==> config.mk <==
export PLATFORM = sky130hd
export DESIGN_NAME = unary_mul_group
export DESIGN_NICKNAME = d
export VERILOG_FILES = /design/src/rtl/umg_pkg.sv /design/src/rtl/umg_ctrl.sv /design/src/rtl/umg_datapath.sv /design/src/rtl/unary_mul_group.sv
export SDC_FILE = /design/constraint.sdc
export NUM_CORES = 1
export LEC_CHECK = 0
export ABC_AREA = 1
export BUFFER_PORTS_ARGS = -buffer_cell sky130_fd_sc_hd__buf_2
export CAP_MARGIN = 10
export CORE_ASPECT_RATIO = 1.2
export CORE_MARGIN = 2
export CORE_UTILIZATION = 40
export DETAILED_ROUTE_END_ITERATION = 10
export GPL_TIMING_DRIVEN = 0
export PLACE_DENSITY = 0.68
export SLEW_MARGIN = 20
export SYNTH_ARGS = -nofsm -noshare
export SYNTH_HDL_FRONTEND = slang
export SYNTH_SLANG_ARGS = --single-unit
==> constraint.sdc <==
create_clock -name clk -period 5.95 [get_ports clk]
set_input_delay 0.595 -clock clk [delete_from_list [all_inputs] [get_ports clk]]
set_output_delay 0.595 -clock clk [all_outputs]
set_load 0.01 [all_outputs]
==> src/rtl/umg_pkg.sv <==
package umg_pkg;
  localparam int REG_AW = 3;
  localparam logic [REG_AW-1:0] ACC_IDX = 3'd0;
  localparam logic [REG_AW-1:0] HI_IDX  = 3'd2;
  localparam logic [1:0] MODE_REG = 2'b11;
  localparam logic [2:0] CODE_INV = 3'd2;
  localparam logic [2:0] CODE_NEG = 3'd3;
  localparam logic [2:0] CODE_MUL = 3'd4;

  typedef enum logic [1:0] {K_INV, K_NEG, K_MUL, K_BAD} opKind_t;

  typedef struct packed {
    logic    load;
    logic    step;
    logic    commit;
    opKind_t kind;
  } ctrlStrobe_t;
endpackage

==> src/rtl/umg_ctrl.sv <==
module umg_ctrl
  import umg_pkg::*;
#(
  parameter int DATA_W    = 32,
  parameter int STEP_BITS = 8
) (
  input  logic        clk,
  input  logic        rst_n,
  input  logic        start,
  input  logic [7:0]  modrm,
  output ctrlStrobe_t strobe,
  output logic        busy,
  output logic        done,
  output logic        illegal
);
  localparam int STEPS = DATA_W / STEP_BITS;
  localparam int CNT_W = (STEPS > 1) ? $clog2(STEPS) : 1;

  typedef enum logic [1:0] {S_IDLE, S_MUL, S_FIN} state_t;

  state_t     state;
  opKind_t    kindReg;
  opKind_t    decKind;
  logic [CNT_W-1:0] stepCnt;

  always_comb begin
    decKind = K_BAD;
    if (modrm[7:6] == MODE_REG) begin
      case (modrm[5:3])
        CODE_INV: decKind = K_INV;
        CODE_NEG: decKind = K_NEG;
        CODE_MUL: decKind = K_MUL;
        default:  decKind = K_BAD;
      endcase
    end
  end

  always_ff @(posedge clk) begin
    if (!rst_n) begin
      state   <= S_IDLE;
      kindReg <= K_INV;
      stepCnt <= '0;
    end else begin
      case (state)
        S_IDLE: if (start) begin
          kindReg <= decKind;
          if (decKind == K_MUL) begin
            state   <= S_MUL;
            stepCnt <= CNT_W'(STEPS - 1);
          end else begin
            state <= S_FIN;
          end
        end
        S_MUL: begin
          if (stepCnt == '0) state <= S_FIN;
          else stepCnt <= stepCnt - 1'b1;
        end
        default: state <= S_IDLE;
      endcase
    end
  end

  always_comb begin
    strobe.load   = (state == S_IDLE) && start;
    strobe.step   = (state == S_MUL);
    strobe.commit = (state == S_FIN);
    strobe.kind   = (state == S_IDLE) ? decKind : kindReg;
  end

  assign busy    = (state != S_IDLE);
  assign done    = (state == S_FIN);
  assign illegal = (state == S_FIN) && (kindReg == K_BAD);
endmodule

==> src/rtl/umg_datapath.sv <==
module umg_datapath
  import umg_pkg::*;
#(
  parameter int DATA_W    = 32,
  parameter int STEP_BITS = 8
) (
  input  logic              clk,
  input  logic              rst_n,
  input  ctrlStrobe_t       strobe,
  input  logic [REG_AW-1:0] rmIn,
  input  logic [DATA_W-1:0] rdData,
  input  logic [DATA_W-1:0] accData,
  output logic              wr0En,
  output logic [REG_AW-1:0] wr0Addr,
  output logic [DATA_W-1:0] wr0Data,
  output logic              wr1En,
  output logic [REG_AW-1:0] wr1Addr,
  output logic [DATA_W-1:0] wr1Data,
  output logic              sfFlag,
  output logic              zfFlag,
  output logic              ofFlag
);
  localparam int SUM_W = DATA_W + STEP_BITS;
  localparam logic [DATA_W-1:0] MIN_VAL = {1'b1, {(DATA_W-1){1'b0}}};

  logic [REG_AW-1:0] rmReg;
  logic [DATA_W-1:0] unRes;
  logic              unOvf;
  logic [DATA_W-1:0] mcand;
  logic [DATA_W-1:0] hiReg;
  logic [DATA_W-1:0] loReg;
  logic [SUM_W-1:0]  partial;
  logic [SUM_W-1:0]  stepSum;
  logic              isUnary;
  logic              isMul;

  // One radix-2^STEP_BITS shift-add step: add chunk*mcand to the high word,
  // then shift the pair right by STEP_BITS.
  always_comb begin
    partial = {{STEP_BITS{1'b0}}, mcand} * {{DATA_W{1'b0}}, loReg[STEP_BITS-1:0]};
    stepSum = {{STEP_BITS{1'b0}}, hiReg} + partial;
  end

  always_ff @(posedge clk) begin
    if (!rst_n) begin
      rmReg <= '0;
      unRes <= '0;
      unOvf <= 1'b0;
      mcand <= '0;
      hiReg <= '0;
      loReg <= '0;
    end else if (strobe.load) begin
      rmReg <= rmIn;
      mcand <= accData;
      hiReg <= '0;
      loReg <= rdData;
      unRes <= (strobe.kind == K_INV) ? ~rdData : (~rdData + 1'b1);
      unOvf <= (strobe.kind == K_NEG) && (rdData == MIN_VAL);
    end else if (strobe.step) begin
      hiReg <= stepSum[SUM_W-1:STEP_BITS];
      loReg <= {stepSum[STEP_BITS-1:0], loReg[DATA_W-1:STEP_BITS]};
    end
  end

  assign isUnary = strobe.commit && ((strobe.kind == K_INV) || (strobe.kind == K_NEG));
  assign isMul   = strobe.commit && (strobe.kind == K_MUL);

  assign wr0En   = (isUnary && !unOvf) || isMul;
  assign wr0Addr = isMul ? ACC_IDX : rmReg;
  assign wr0Data = isMul ? loReg : unRes;
  assign wr1En   = isMul;
  assign wr1Addr = HI_IDX;
  assign wr1Data = hiReg;

  always_ff @(posedge clk) begin
    if (!rst_n) begin
      sfFlag <= 1'b0;
      zfFlag <= 1'b0;
      ofFlag <= 1'b0;
    end else if (isUnary) begin
      if (unOvf) begin
        sfFlag <= 1'b1;
        zfFlag <= 1'b0;
        ofFlag <= 1'b1;
      end else begin
        sfFlag <= unRes[DATA_W-1];
        zfFlag <= (unRes == '0);
        ofFlag <= 1'b0;
      end
    end else if (isMul) begin
      ofFlag <= (hiReg != '0);
    end
  end
endmodule

==> src/rtl/unary_mul_group.sv <==
module unary_mul_group
  import umg_pkg::*;
#(
  parameter int DATA_W    = 32,
  parameter int STEP_BITS = 8
) (
  input  logic              clk,
  input  logic              rst_n,
  input  logic              start,
  input  logic [7:0]        modrm,
  output logic [2:0]        rdAddr,
  input  logic [DATA_W-1:0] rdData,
  input  logic [DATA_W-1:0] accData,
  output logic              busy,
  output logic              done,
  output logic              illegal,
  output logic              wr0En,
  output logic [2:0]        wr0Addr,
  output logic [DATA_W-1:0] wr0Data,
  output logic              wr1En,
  output logic [2:0]        wr1Addr,
  output logic [DATA_W-1:0] wr1Data,
  output logic              sfFlag,
  output logic              zfFlag,
  output logic              ofFlag
);
  ctrlStrobe_t strobe;

  assign rdAddr = modrm[2:0];

  umg_ctrl #(.DATA_W(DATA_W), .STEP_BITS(STEP_BITS)) u_ctrl (
    .clk(clk), .rst_n(rst_n), .start(start), .modrm(modrm),
    .strobe(strobe), .busy(busy), .done(done), .illegal(illegal)
  );

  umg_datapath #(.DATA_W(DATA_W), .STEP_BITS(STEP_BITS)) u_dp (
    .clk(clk), .rst_n(rst_n), .strobe(strobe), .rmIn(modrm[2:0]),
    .rdData(rdData), .accData(accData),
    .wr0En(wr0En), .wr0Addr(wr0Addr), .wr0Data(wr0Data),
    .wr1En(wr1En), .wr1Addr(wr1Addr), .wr1Data(wr1Data),
    .sfFlag(sfFlag), .zfFlag(zfFlag), .ofFlag(ofFlag)
  );
endmodule

# --- Yosys cells after proc, flatten, opt, wreduce, memory -nomap -nowiden ---
# Index checks and enable logic that the tools add are counted.
classes:
  n_mul: 1
  muxes: 21
  n_lt_le_gt_ge: 0
  n_bitwise: 2
  div: 0
  shift: 0
  reduce_logical: 22
  addsub: 3
  eq_ne: 15
op_table:
  columns: ["operator", "n"]
  rows:
  - ["32-bit 2-to-1 mux", 4]
  - ["32-bit by 40-bit adder with 40-bit output", 1]
  - ["32-bit by 8-bit multiplier with 40-bit output", 1]
  - ["32-bit by 1-bit adder with 32-bit output (second input constant)", 1]
  - ["32-bit == test (second input constant)", 1]
  - ["32-bit logical NOT", 1]
  - ["32-bit NOT", 1]
  - ["32-bit nonzero test", 1]
  - ["2-bit 2-to-1 mux", 8]
  - ["2-bit == test (second input constant)", 5]
  - ["2-bit case mux with 2 select lines", 2]
  - ["2-bit nonzero test", 4]
  - ["3-bit by 2-bit == test with 1-bit output (second input constant)", 2]
  - ["1-bit logical AND", 6]
  - ["2-bit logical NOT", 3]
  - ["2-bit case mux with 3 select lines", 1]
  - ["1-bit 2-to-1 mux", 5]
  - ["2-bit by 1-bit == test with 1-bit output (second input constant)", 2]
  - ["2-bit by 1-bit inequality test with 1-bit output (second input constant)", 2]
  - ["2-bit inequality test (second input constant)", 2]
  - ["2-bit AND reduction", 2]
  - ["4-bit AND reduction", 1]
  - ["3-bit == test (second input constant)", 1]
  - ["3-bit 2-to-1 mux", 1]
  - ["other kinds (5)", 6]
totals:
  input_bits: 75
  elab_cells: 76
  ram_bits: 0
  n_memories: 0
  reg_bits: 141
  latch_bits: 0
  romBits: 0

# --- Logic depth before layout (Yosys ltp) ---
# Gate-level depths: netlist (run 1).
depth:
  depth_word: 9
  depth_mapped: 27
  depth_no_buf: 25

# --- By module ---
# From an unflattened synthesis (run 1), not the netlist that was laid out.
hier_totals:
  hier_cells: 2480
  area_unflattened_um2: 16736.1
modules_own_cells:
  columns: ["module", "area_per_inst_um2", "cells_each", "instances", "seq_area_each_um2"]
  rows:
  - ["umg_datapath", 16344.4, 2421, 1, 2702.6]
  - ["umg_ctrl", 369.1, 56, 1, 120.1]
  - ["unary_mul_group", 22.5, 3, 1, 0.0]

# --- Worst setup path after synthesis (run 1) ---
# OpenSTA, ideal clock, no wires.
synth_path:
  path_type: "register to register"
  startpoint: "reg u_dp.loReg[7]"
  endpoint: "reg u_dp.hiReg[12] (netlist: u_dp.wr1Data[12])"
  setup_slack_ns: 1.568
  required_ns: 5.835
  path_buffers: 2
  arrival_ns: 4.266
  stages_incl_launch_ff: 23
  cell_sequence: "dfxtp_1 > clkbuf_1 > clkbuf_1 > nand2_1 > fa_1 > fa_1 > inv_1 > fa_1 > inv_1 > fa_1 > inv_1 > ha_1 > nand2_1 > inv_1 > nand2_1 > nand2_1 > nand2_1 > nand3_1 > nand2_1 > nand2_1 > xor2_1 > o21ai_0 > inv_1"
synth_via:
  elab_chain_cells: 2
synth_lines:
  columns: ["item", "line", "text"]
  rows:
  - ["from (decl)", "umg_datapath.sv:31", "logic [DATA_W-1:0] loReg;"]
  - ["from (signal assigned)", "umg_datapath.sv:56", "loReg <= rdData;"]
  - ["from (signal assigned)", "umg_datapath.sv:61", "loReg <= {stepSum[STEP_BITS-1:0], loReg[DATA_W-1:STEP_BITS]};"]
  - ["32-bit by 8-bit multiplier with 40-bit output", "umg_datapath.sv:40", "partial = {{STEP_BITS{1'b0}}, mcand} * {{DATA_W{1'b0}}, loReg[STEP_BITS-1:0]};"]
  - ["32-bit by 40-bit adder with 40-bit output", "umg_datapath.sv:41", "stepSum = {{STEP_BITS{1'b0}}, hiReg} + partial;"]
  - ["to (signal assigned)", "umg_datapath.sv:60", "hiReg <= stepSum[SUM_W-1:STEP_BITS];"]
  - ["to (decl)", "umg_datapath.sv:30", "logic [DATA_W-1:0] hiReg;"]
# No other way between the ends.
# A chain may end at the register's enable or synchronous reset.

# --- Worst setup path after layout (run 1) ---
layout_path:
  startpoint: "reg u_dp.loReg[1]"
  endpoint: "reg u_dp.hiReg[31] (netlist: u_dp.wr1Data[31])"
# Same word-level chain as after synthesis.

==> run summary, run 1 <==
The run finished with clean final reports. The clock-pin slew reported for the worst setup and hold paths after clock tree synthesis came out at 0.08 ns. CTS placed an instance of clkbuf_16 at the clock tree root.

The number of distinct library cells after synthesis came out at 42. The number of I/O port buffers is ~150. From synthesis to final layout, the design area changed by 12.2%. The number of antenna violations at the first check in global routing was 1. The max-slew violation count is 0. The internal power of the cells totals between 0.0015 and 0.002 W. The maximum achievable frequency came out at around 180 MHz. The worst-case clock buffer depth came out at 2. TritonCTS built the clock tree.

The cell that appears most often on the critical path is nand2_1. The transition at the pin with the smallest max-transition slack is between 0.9 and 1 ns. Prior to clock tree synthesis, the placed netlist has a worst setup slack of 0.104 ns.

The global-route congestion overflow total is 0. The share of final-layout standard cells stronger than drive strength 1 is a little under a tenth. The largest vdd supply drop came out at approximately 0.22 mV. Setup violations remaining at the end of the flow were counted as 0. In this design, the stage delay of the slowest critical-path cell is between 0.6 and 0.7 ns. In this run the worst hold path is classified as primary input to register. The first global-routing pass estimated approximately 85 mm of wire. Of the total power, the clock network draws 39.0%. The total core area came out at approximately 0.041 mm2. The via total after detailed routing is 15900. The site row count came out at 81.

On the critical path, the stage with the largest delay is an instance of clkbuf_1. Total power for the finished layout comes to around 0.0029 W. The combinational share of power is between 20 and 30%. The flip-flop and latch count after synthesis is around 140. The placed instances occupy a cell area of about 0.018 mm2. The detailed router finished its first iteration with around 1300 violations. The number of H-tree levels came out at 4. The wire length per cell after detailed routing is around 17 um. The clock period minus final worst setup slack is 5.59 ns.

STA classifies the critical path startpoint as a register. The initial core utilization came out at roughly two fifths. Sequential elements use around 17% of the synthesized area.

The Yosys step of the flow raised 0 warnings. The number of antenna-violating nets in the routed design came out at 0. The synthesized netlist occupies a cell area of roughly 0.017 mm2. The number of buffers added by the clock tree synthesis step is 17.

Net switching is approximately 37% of the power. The final hold violation count is 0. The critical path contains buffers and inverters numbering 6 combined. Dividing total power by cell area gives a power density of between 150 and 200 mW/mm2.

The die covers around 0.043 mm2. The total net switching power is ~0.0011 W. The total clock sinks is ~140. The DRC violations left is 0.

The via count of the first global-routing pass came to 15900. The worst path setup slack after routing is ~0.36 ns. The largest net degree at the start of global routing is 17.

The post-detailed-routing wire length is 54.9 mm. The family with the most delay on the worst path is adder cells. The worst relative slew slack came out at a little over a third. The placed wire-length estimate after detailed placement came out at 45.6 mm. The I/O pin total came out at between 150 and 200.

In this run the static leakage power is about 11 nW. The post-synthesis average cell area is ~6.7 um2. In this run the post-CTS setup repair buffer count came out at 0. The worst setup path is captured at a register.

The arrival time reported for the critical path endpoint is 5.96 ns. The worst clock skew on the final layout came out at ~0.014 ns. The chip height is approximately 230 um.

Global routing used a little over a quarter of the available tracks. The number of optimization iterations in the first detailed-route pass is 6. The setup path with the least slack is of type register to register.

The post-route cell area came out at between 0.015 and 0.02 mm2. The register-to-register setup slack is 0.36 ns. Setup repair after global routing left no endpoint under its margin. The period utilization came out at a little over nine tenths. In this run the worst path has a maximum fanout of 10. The die extent in x is approximately 190 um. The final weighted congestion in routability-driven placement is 0.999. In the final timing run, aggregate negative setup slack is 0 ns. The synthesized instance count is around 2500. The sequential power share came out at a little over a third. The clock reaches the later pin of the worst-skew pair after roughly 0.47 ns. The detail-routed via count per cell is 4.96.

The number of maximum-capacitance constraint violations is 0. At the worst endpoint, the required time is about 6.3 ns. The signal on the critical path passes through clkbuf_1 -> clkbuf_1 -> nand2_1 -> fa_1 -> inv_1 -> fa_1 -> fa_1 -> inv_1 -> fa_1 -> inv_1 -> ha_1 -> nand2_1 -> nor2_1 -> nand2_1 -> nor2_1 -> nand2_1 -> nand3_1 -> nand2_1 -> nand3_1 -> nand3_1 -> nand2_1 -> inv_1. The number of nets at the end of the flow came out at around 3000.
-- cell usage after synthesis, drive strengths merged --
master   count  area share (%)
o221ai       2            0.11
a22oi        1           0.045
dfxtp      141              17
nand2      697              16
nand4       18            0.68
a2111oi      1           0.053
a21o         1           0.045
conb         2           0.045
xnor2        5            0.26
a211oi       1           0.045
xor2        17            0.90
ha          62             4.7
nor3        16            0.48
or2          2           0.075
and2         1           0.038
o211ai       1           0.045
fa         212              26
and3         1           0.038
a21oi       84             2.5
o21bai       5            0.23
o21ai      102             3.1
buf         37             1.2
a31oi       26            0.98
clkbuf      80             1.8
o31ai        3            0.14
nor4        11            0.41
nand3       89             2.7
a21boi       3            0.14
a22o        35             1.8
nor2       141             3.4
o22ai        9            0.34
inv        682              15
-- registers in the layout, summed over array words and instances, names as in the netlist --
name and count:
u_dp.rmReg 3, u_dp.mcand 32, u_ctrl.state 2, u_ctrl.kindReg 2, u_ctrl.stepCnt 2, u_dp.unRes 32
u_dp.loReg 32, u_dp.unOvf 1, u_dp.ofFlag 1, u_dp.sfFlag 1, u_dp.zfFlag 1, u_dp.wr1Data 32
-- worst paths after layout --
check             cells past startpoint                       endpoint                         from
setup / recovery                     22  u_dp.wr1Data[31]$_SDFFE_PP0P_   u_dp.loReg[1]$_SDFFE_PN0P_
hold / removal                        2    u_dp.mcand[30]$_SDFFE_PN0P_                  accData[30]
setup reg to reg                     22  u_dp.wr1Data[31]$_SDFFE_PP0P_   u_dp.loReg[1]$_SDFFE_PN0P_
hold reg to reg                       2    u_dp.unRes[11]$_SDFFE_PN0P_  u_dp.unRes[11]$_SDFFE_PN0P_
-- per-layer routing --
metal | GRT usage (%) | vias up | routed length, um
met4 | 13.6 | 0 | 2740
met3 | 4.12 | 133 | 3910
met1 | 31.7 | 7540 | 21800
met2 | 44.7 | 626 | 26500
met5 | 0 | - | 0
li1 | - | 7645 | -
-- logic make-up after synthesis --
logic type               share of synthesized area (%)
AO/OA/AOI/OAI                                     9.59
XOR/XNOR                                          1.16
adder cells (fa/ha/maj)                           30.2
other                                           0.0452
flip-flops                                        17.0
AND/OR/NAND/NOR                                   23.6
buffers and inverters                             18.4
-- power by group through the flow --
| stage | sequential, W | combinational, W | clock [W] |
|---|---|---|---|
| global route | 0.00103 | 0.000829 | 0.00118 |
| detailed placement | 0.00104 | 0.000742 | 0 |
| global placement | 0.00104 | 0.000735 | 0 |
| finish | 0.00102 | 0.000749 | 0.00113 |
| floorplan | 0.00104 | 0.000474 | 0 |
| CTS | 0.00102 | 0.000750 | 0.00114 |
-- layout make-up --
type                    count  area (um2)
multi-input cells        1549       10800
plain buffers             116         502
clock inverters            15         165
inverters                 682        2560
repair buffers            152         761
flip-flops and latches    141        2820
fillers                  4338       22300
diodes                      1        2.50
well taps                 539         674
clock buffers              17         425
-- worst register-to-register path, delay by kind of cell (launching register included) --
kind | cells | cell delay, ns
fa+ha+maj | 5 | 2.41
buf+inv | 6 | 1.32
simple gates | 11 | 1.43
flops | 1 | 0.31
-- repair_timing --
action,in CTS,in global routing
hold buffers,0,0
endpoints found under the setup margin,0,27
gates resized for setup,0,5
-- per-stage QoR --
stage / std cells / hold slack (ns) / utilization (%)
after floorplan: 2489 / 0.438 / -
after global placement: 3180 / 0.450 / 44.1
after detailed placement: 3180 / 0.464 / 44.1
after CTS: 3212 / 0.311 / 45.6
after global routing: 3211 / 0.327 / 45.6
final: 3212 / 0.325 / 45.6
-- layout by cell type (no fill, tap or decap), types with 2 or more instances in the layout --
cell	n
nor2_4	2
nand2_1	694
nand4_1	18
buf_4	8
inv_6	5
a21oi_1	84
fa_1	212
nor2_2	4
ha_1	62
clkbuf_16	17
a31oi_1	26
buf_1	2
inv_2	10
o21ai_1	38
o221ai_1	2
o31ai_1	3
a21boi_0	2
o22ai_1	9
nor2_1	134
nand3_1	88
conb_1	3
nand2_2	3
inv_8	7
dfxtp_1	141
nor3_1	16
a22o_1	35
buf_2	179
nor4_1	11
o21ai_0	64
xnor2_1	5
clkbuf_2	2
clkbuf_1	77
xor2_1	17
or2_2	2
o21bai_1	5
inv_1	672
Note: power is estimated with default switching activity, not from simulation.
==> run 2, diff against run 1 <==
ABC_AREA = unset   (was 1)
GPL_TIMING_DRIVEN = unset   (was 0)
==> run 2 against run 1 <==
  * Die area fell by 4.9%
  * Sequential share of layout area grew 0.86 points
  * Synthesized area is 5.0% lower
  * Register-to-register slack got worse by 0.05 ns
  * Count of clock-buffer cells in the layout rose by 3
  * Wire length is 16% lower
  * Maximum frequency shrank 0.93%
  * Largest power group unchanged
==> run summary, run 2 <==
Counting I/O delays and the setup requirement, the final critical path takes around 5.6 ns. Dividing the detail-routed via count by the number of cells gives ~5.3. The area share of the largest cell type after synthesis came out at 26.9%. The first global-routing pass estimated approximately 74 mm of wire. The detail route stage leaves a number of antenna-violating nets equal to 0. The total core area is roughly 0.04 mm2. The number of buffers added by the clock tree synthesis step is 17. The arrival time reported for the critical path endpoint came out at 5.97 ns. The library cells used most frequently in the layout, excluding fill and tap cells, are 284 x inv_1, 280 x nand2_1, 212 x fa_1. CTS built an H-tree with a depth of 4.

The most prevalent standard cell on the critical path is fa_1. CTS saw approximately 140 sinks. The clock-pin slew reported for the worst setup and hold paths after clock tree synthesis is about 0.07 ns. Buffers added to address setup during post-CTS repair amount to 0. STA classifies the critical path endpoint as a register. The share of the core filled with cells in the final layout is between 40% and 50%. The sequential power share came out at approximately 37%. At the end of routability-driven placement, the weighted congestion stood at 0.951. Compared with the post-synthesis result, the final layout area differs by 11.9%. The die extent in x is about 190 um. The violation count after the first detailed-routing iteration is about 880.

The number of antenna cells inserted came out at 0. The post-synthesis average cell area is 8.34 um2. The power density normalized to cell area is between 150 and 200 mW/mm2. Setup repair after global routing left no endpoint under its margin. The run finished with clean final reports. The post-cts hold buffer count is 0. The clock network burns a little under two fifths of the power.

The largest fanout of any net on the critical path came out at 23. For this run, the top clock speed supported by timing is roughly 180 MHz. The critical path goes through buf_4 -> and2_1 -> fa_1 -> fa_1 -> fa_1 -> inv_1 -> fa_1 -> inv_1 -> ha_1 -> a21oi_1 -> o21ai_0 -> a41oi_1 -> a31o_2 -> a21oi_1 -> nand4b_1 -> o311ai_0 -> o211ai_1. For this design the static power due to leakage is around 8.7 nW. Counting along the longest clock path gives a buffer depth of 2.

Sorting the synthesized cells by how often they occur yields 284 x inv_1, 281 x nand2_1, 212 x fa_1. Summed over all failing endpoints, the final setup total negative slack is 0 ns. The I/O pin total is between 150 and 200. In this run, post-CTS repair resized a total of 0 instances. The site row count came out at between 70 and 80.

Sequential elements use around 18% of the synthesized area. For this design, the slowest cell found on the critical path is dfxtp_1. The critical path in this run is classified as register to register. The period utilization is a little over nine tenths. Counting flops and latches in the post-synthesis netlist gives 141. The initial core utilization is about two fifths.

The critical path data required time is around 6.3 ns. The worst relative slew slack came out at 40.6%. The placed wire-length estimate after detailed placement is approximately 36 mm. The number of nets at the end of the flow is ~2300. In this run, the combinational gates consume between 20% and 30% of the power. The internal power is about 0.0019 W. The chip height is 222 um.

The clock latency at the later pin of the worst-skew pair is around 0.47 ns. The number of antenna violations at the first check in global routing is 1. By instance count, the leading cell after synthesis is inv_1. The count of endpoints failing setup in the final report came out at 0. The post-placement setup slack came out at ~0.13 ns. The max-slew violation count came out at 0.

The largest net degree at the start of global routing came out at 76. The total net switching power is between 0.001 and 0.0015 W. The transition at the pin with the smallest max-transition slack came out at a little under 0.9 ns.

The maximum cell stage delay along the critical path came out at 0.61 ns. The cell area after synthesis is 0.0158 mm2. The largest vdd supply drop is ~0.23 mV.

TritonCTS built the clock tree. STA classifies the critical path startpoint as a register. The switching portion of total power is about a third. Summed over all instances, the cell type with the most area after synthesis is fa_1.

Dividing the detail-routed wire length by the instance count gives 18.3 um. The via count of the first global-routing pass is about 14000. The count of synthesis-stage warnings from yosys is 0. The first detailed-routing pass ran for 5 iterations. Clock skew on the completed layout was measured at about 0.014 ns. The completed layout was analyzed and its total power is around 0.003 W. The via total after detailed routing is roughly 14000. Once routing completed, OpenROAD measured the worst setup slack at 0.311 ns.

The DRC violations left came out at 0. Leaving out fill and tap cells, the most frequent cell in the layout is inv_1. The final hold violation count came to 0. The hold slack came out at 0.372 ns. Sorting the synthesized cells by area gives the leading types as fa_1 27%, dfxtp_1 18%, and2_1 6.8%. The root buffer cell chosen for the clock tree is clkbuf_16.

The synthesized netlist contains 75 unique library cells. The overall routing resource usage came out at 23.2%. The most instantiated flip-flop cell in the synthesis netlist is dfxtp_1. The global-route congestion overflow total came out at 0. Counting flops with a built-in enable in the synthesized netlist gives 0. The post-detailed-routing wire length is ~46 mm. The number of maximum-capacitance constraint violations is 0. The share of final-layout standard cells stronger than drive strength 1 came out at 15.1%. The worst hold path belongs to the class primary input to register. The synthesized instance count is about 1900. The number of I/O port buffers came out at approximately 150. The full die area is between 0.04 and 0.05 mm2.

The proportion of synthesized flip-flops having asynchronous set or reset is 0%.
-- run 2: cell types whose count changed in the layout (fill, tap and decap cells not counted), moves of 32 or more --
cell / delta
nand3_1: -63
a21boi_0: +35
clkbuf_1: -74
o21ai_0: -34
inv_1: -388
nor2_1: -57
o21ai_1: -36
nand2_1: -414
and2_1: +170
mux2_2: +32
a22o_1: -34
nor2b_1: +39
-- run 2: logic make-up after synthesis --
logic type | after synthesis | share of synthesized area (%)
and+or+nand+nor | 703 | 22.6
buffers and inverters | 389 | 9.42
AOI/OAI and AO/OA | 302 | 13.1
adders and majority gates | 274 | 31.8
DFF | 141 | 17.9
xor gates and xnor gates | 48 | 2.66
muxes | 36 | 2.53
other | 2 | 0.0475
-- run 2: worst paths after layout --
check / cells after the start / end / slack, ns / from
worst max-delay path: 17 / u_dp.wr1Data[30]$_SDFFE_PP0P_ / 0.31 / u_dp.loReg[3]$_SDFFE_PN0P_
worst min-delay path: 3 / u_dp.rmReg[0]$_SDFFE_PN0P_ / 0.37 / modrm[0]
worst max register to register: 17 / u_dp.wr1Data[30]$_SDFFE_PP0P_ / 0.31 / u_dp.loReg[3]$_SDFFE_PN0P_
worst min register to register: 2 / u_dp.rmReg[0]$_SDFFE_PN0P_ / 0.46 / u_dp.rmReg[0]$_SDFFE_PN0P_
-- run 2: area by class of cell --
type	count	area (um2)
tap	526	658
clock buffer	20	437
inverter	284	1070
sequential	141	2830
multi-input combinational	1366	11500
fill	3768	21200
clock inverter	11	135
timing repair buffer	187	1040
-- run 2: power by group through the flow --
stage	clock [W]	sequential, W	combinational (W)
global route	0.00116	0.00108	0.000865
floorplan	0	0.00105	0.000546
finish	0.00110	0.00108	0.000771
global placement	0	0.00109	0.000752
CTS	0.00112	0.00107	0.000771
detailed placement	0	0.00109	0.000766
-- run 2: metrics by stage --
step,cells,area [um2]
after floorplan,1896,15800
after global placement,2503,17100
after detailed placement,2503,17100
after CTS,2534,17600
after global routing,2535,17700
final,2535,17700
-- run 2: layer usage --
layer	GRT usage, %	wire [um]	up-vias	part of all wire [%]
met5	0	0	-	0
met1	29.8	19100	6667	41
met3	3.79	3070	98	6.6
met4	10.2	1870	0	4.0
met2	38.3	22200	508	48
li1	-	-	6249	-
-- run 2: critical path, delay by kind of cell, from the launching register on --
family	cells	cell delay, ns
buffers and inverters	3	0.48
DFF	1	0.61
adders and majority gates	5	2.38
AOI/OAI and AO/OA	7	1.52
and+or+nand+nor	2	0.50
==> run 3, diff against run 2 <==
RECOVER_POWER = 25   (was unset)
==> run 3 against run 2 <==
  * The flow now finishes with violations (max-capacitance violations, max-slew violations)
  * Global-route usage is the same
  * Cell count unchanged
  * Clock skew about the same
  * Clock power is essentially flat
  * Highest routed layer unchanged
==> run summary, run 3 (synthesized netlist as in run 2, its figures left out) <==
STA classifies the critical path startpoint as a register. The via count of the first global-routing pass is about 14000. Setup repair after global routing left no endpoint under its margin. The total clock sinks is roughly 140. The number of antenna violations at the first check in global routing came to 1. The slowest stage of the critical path is the dfxtp_1 cell. Along the worst path, the maximum fanout reaches 12. The critical register-to-register path endpoint is u_dp.wr1Data[21]$_SDFFE_PP0P_.

The arrival time reported for the critical path endpoint is approximately 6.0 ns. The clock reaches the later pin of the worst-skew pair after 0.47 ns. The period utilization came out at 95.1%. The worst setup path is captured at a register. Leaving out fill and tap cells, the most frequent cell in the layout is inv_1. The count of cells along the worst register-to-register path is 19. The largest vdd supply drop came out at about 0.24 mV. The sequential cells in the finished layout cover a total of around 0.0028 mm2. The switching portion of total power came out at roughly a third. The number of nets at the end of the flow came out at 2346. The wire length of the first global-routing pass is 74.3 mm. In the final layout, the multi-input gates occupy 0.0115 mm2. The critical path is of the register to register type. The global-route congestion overflow total came out at 0. The total setup buffers inserted after CTS came out at 0. The clock tree from TritonCTS is done. The number of I/O port buffers is ~150.

In the final routed layout, each cell accounts on average for 18.3 um. The count of endpoints failing setup in the final report came out at 0. The total net switching power is about 0.0010 W. In this run the register-to-register setup slack is between 0.2 and 0.3 ns. The termination of the worst setup path is u_dp.wr1Data[21]$_SDFFE_PP0P_. After legalization and detailed placement, the total HPWL measured 36.1 mm. The total core area came out at between 0.03 and 0.04 mm2. The clock share of power is approximately 38%. The worst-case clock buffer depth is 2. The number of H-tree levels came out at 4. The final weighted congestion in routability-driven placement came out at roughly 0.95. The detail-routed via count per cell came out at around 5.3.

Between clock sinks in the finished design, the worst skew comes to roughly 0.014 ns. The sequential power share came out at 36.4%. The checks that failed: max-capacitance violations, max-slew violations. The maximum achievable frequency is 177 MHz. In the layout the commonest cells are 284 x inv_1, 280 x nand2_1, 212 x fa_1. The power density normalized to cell area came out at between 150 and 200 mW/mm2. The floorplan step defined a die boundary enclosing slightly above 0.04 mm2.

The critical path data required time came out at around 6.3 ns. The family with the most delay on the worst path is adder cells. The number of maximum-capacitance constraint violations came out at 1. The layout has about 3800 filler cells. In this run the critical register-to-register path is launched from u_dp.loReg[3]$_SDFFE_PN0P_. The maximum cell stage delay along the critical path came out at a little over 0.6 ns. The post-detailed-routing wire length is 46.4 mm. The clock-pin slew reported for the worst setup and hold paths after clock tree synthesis came out at approximately 0.070 ns. The max-slew violation count is 49.

The logic depth of the worst path, buffers included came out at 19. The share of total power dissipated in combinational logic is 26.0%. The setup total negative slack is 0 ns. about 160 I/O pins were placed. The die extent in x is 185 um.

The violation count after the first detailed-routing iteration came out at 890. The clock period minus final worst setup slack is ~5.7 ns. Entering global routing, the biggest net connects 76 pins. The number of antenna-violating nets in the routed design is 0.

The synthesis-to-finish area growth is 11.5%. The number of optimization iterations in the first detailed-route pass came out at 5. The flow ran to the end, but the final reports show violations. The root cell of the clock tree is clkbuf_16.

The worst relative slew slack came out at -21.6%. The instance count along the most critical hold path came out at 3. The routed layout has 13600 vias. At the pin with the least slew margin, the transition time is about 1.8 ns.

The post-route netlist has between 10% and 20% of its cells at a drive strength greater than 1. The chip height is approximately 220 um. In this run the worst setup path begins at u_dp.loReg[3]$_SDFFE_PN0P_. Walking the worst path, the cells encountered are nand2_1 -> fa_1 -> fa_1 -> inv_1 -> fa_1 -> inv_1 -> fa_1 -> inv_1 -> ha_1 -> o211ai_1 -> a21oi_1 -> o31ai_1 -> buf_4 -> o2111ai_1 -> a31oi_1 -> o21ai_2 -> a31oi_1 -> or4_1 -> o311ai_0. Across all hold checks on the routed design, the worst slack comes to 0.369 ns. The design draws a little under 0.003 W. The critical path contains buffers and inverters numbering 4 combined. The DRC violations left came out at 0. The most prevalent standard cell on the critical path is fa_1. The number of buffers added by the clock tree synthesis step is 17. The site row count is a little under 80. The class of the worst hold path is primary input to register. The number of antenna diodes in the final layout is 0.

The initial core utilization came out at 40.7%. Internal power comes to around 0.0019 W. Across every metal layer, demand over resource in global routing totals between 20% and 30%. The final hold violation count came to 0. The static leakage came out at approximately 8.5 nW.
[run 3: power groups by stage]
stage               registers, W  clock network (W)  logic, W
floorplan                0.00105                  0  0.000546
global placement         0.00109                  0  0.000752
detailed placement       0.00109                  0  0.000766
CTS                      0.00107            0.00112  0.000771
global route             0.00108            0.00116  0.000864
finish                   0.00108            0.00111  0.000769
[run 3: repair_timing]
action,in CTS,in global routing
endpoints found under the setup margin,0,6
hold buffers,0,0
resized for setup,0,5
[run 3: stage by stage]
step                      utilization [%]  worst slack, ns  area, um2  std cells
after detailed placement             44.0            0.132      17100       2503
final                                45.4            0.293      17600       2535
after global placement               44.0            0.180      17100       2503
after floorplan                         -            0.858      15800       1896
after global routing                 45.4          0.00108      17600       2535
after CTS                            45.4            0.124      17600       2534
[run 3: layer usage]
metal | vias up | part of all wire (%) | GRT usage [%]
li1 | 6256 | - | -
met1 | 6729 | 42 | 29.8
met2 | 480 | 48 | 38.3
met3 | 91 | 6.1 | 3.79
met4 | 0 | 3.8 | 10.2
met5 | - | 0 | 0
[run 3: tightest hold or removal path: cells and delay by family]
kind | cells | cell delay, ns
simple gates | 1 | 0.05
compound gates | 1 | 0.05
buf+inv | 1 | 0.10
[run 3: worst min-delay path by stage]
stage                                    start                          to  slack [ns]
floorplan           u_dp.rmReg[0]$_SDFFE_PN0P_  u_dp.rmReg[0]$_SDFFE_PN0P_        0.43
global placement    u_dp.rmReg[0]$_SDFFE_PN0P_  u_dp.rmReg[0]$_SDFFE_PN0P_        0.44
detailed placement  u_dp.rmReg[0]$_SDFFE_PN0P_  u_dp.rmReg[0]$_SDFFE_PN0P_        0.44
CTS                                   modrm[0]  u_dp.rmReg[0]$_SDFFE_PN0P_        0.36
global route                          modrm[0]  u_dp.rmReg[0]$_SDFFE_PN0P_        0.38
finish                                modrm[0]  u_dp.rmReg[0]$_SDFFE_PN0P_        0.37
[run 3: area by class of cell]
cell class,instances,area share (%)
Sequential cell,141,16.0
Multi-Input combinational cell,1366,65.4
Clock buffer,20,2.48
Inverter,284,6.05
Clock inverter,11,0.767
Timing Repair Buffer,187,5.57
Tap cell,526,3.74
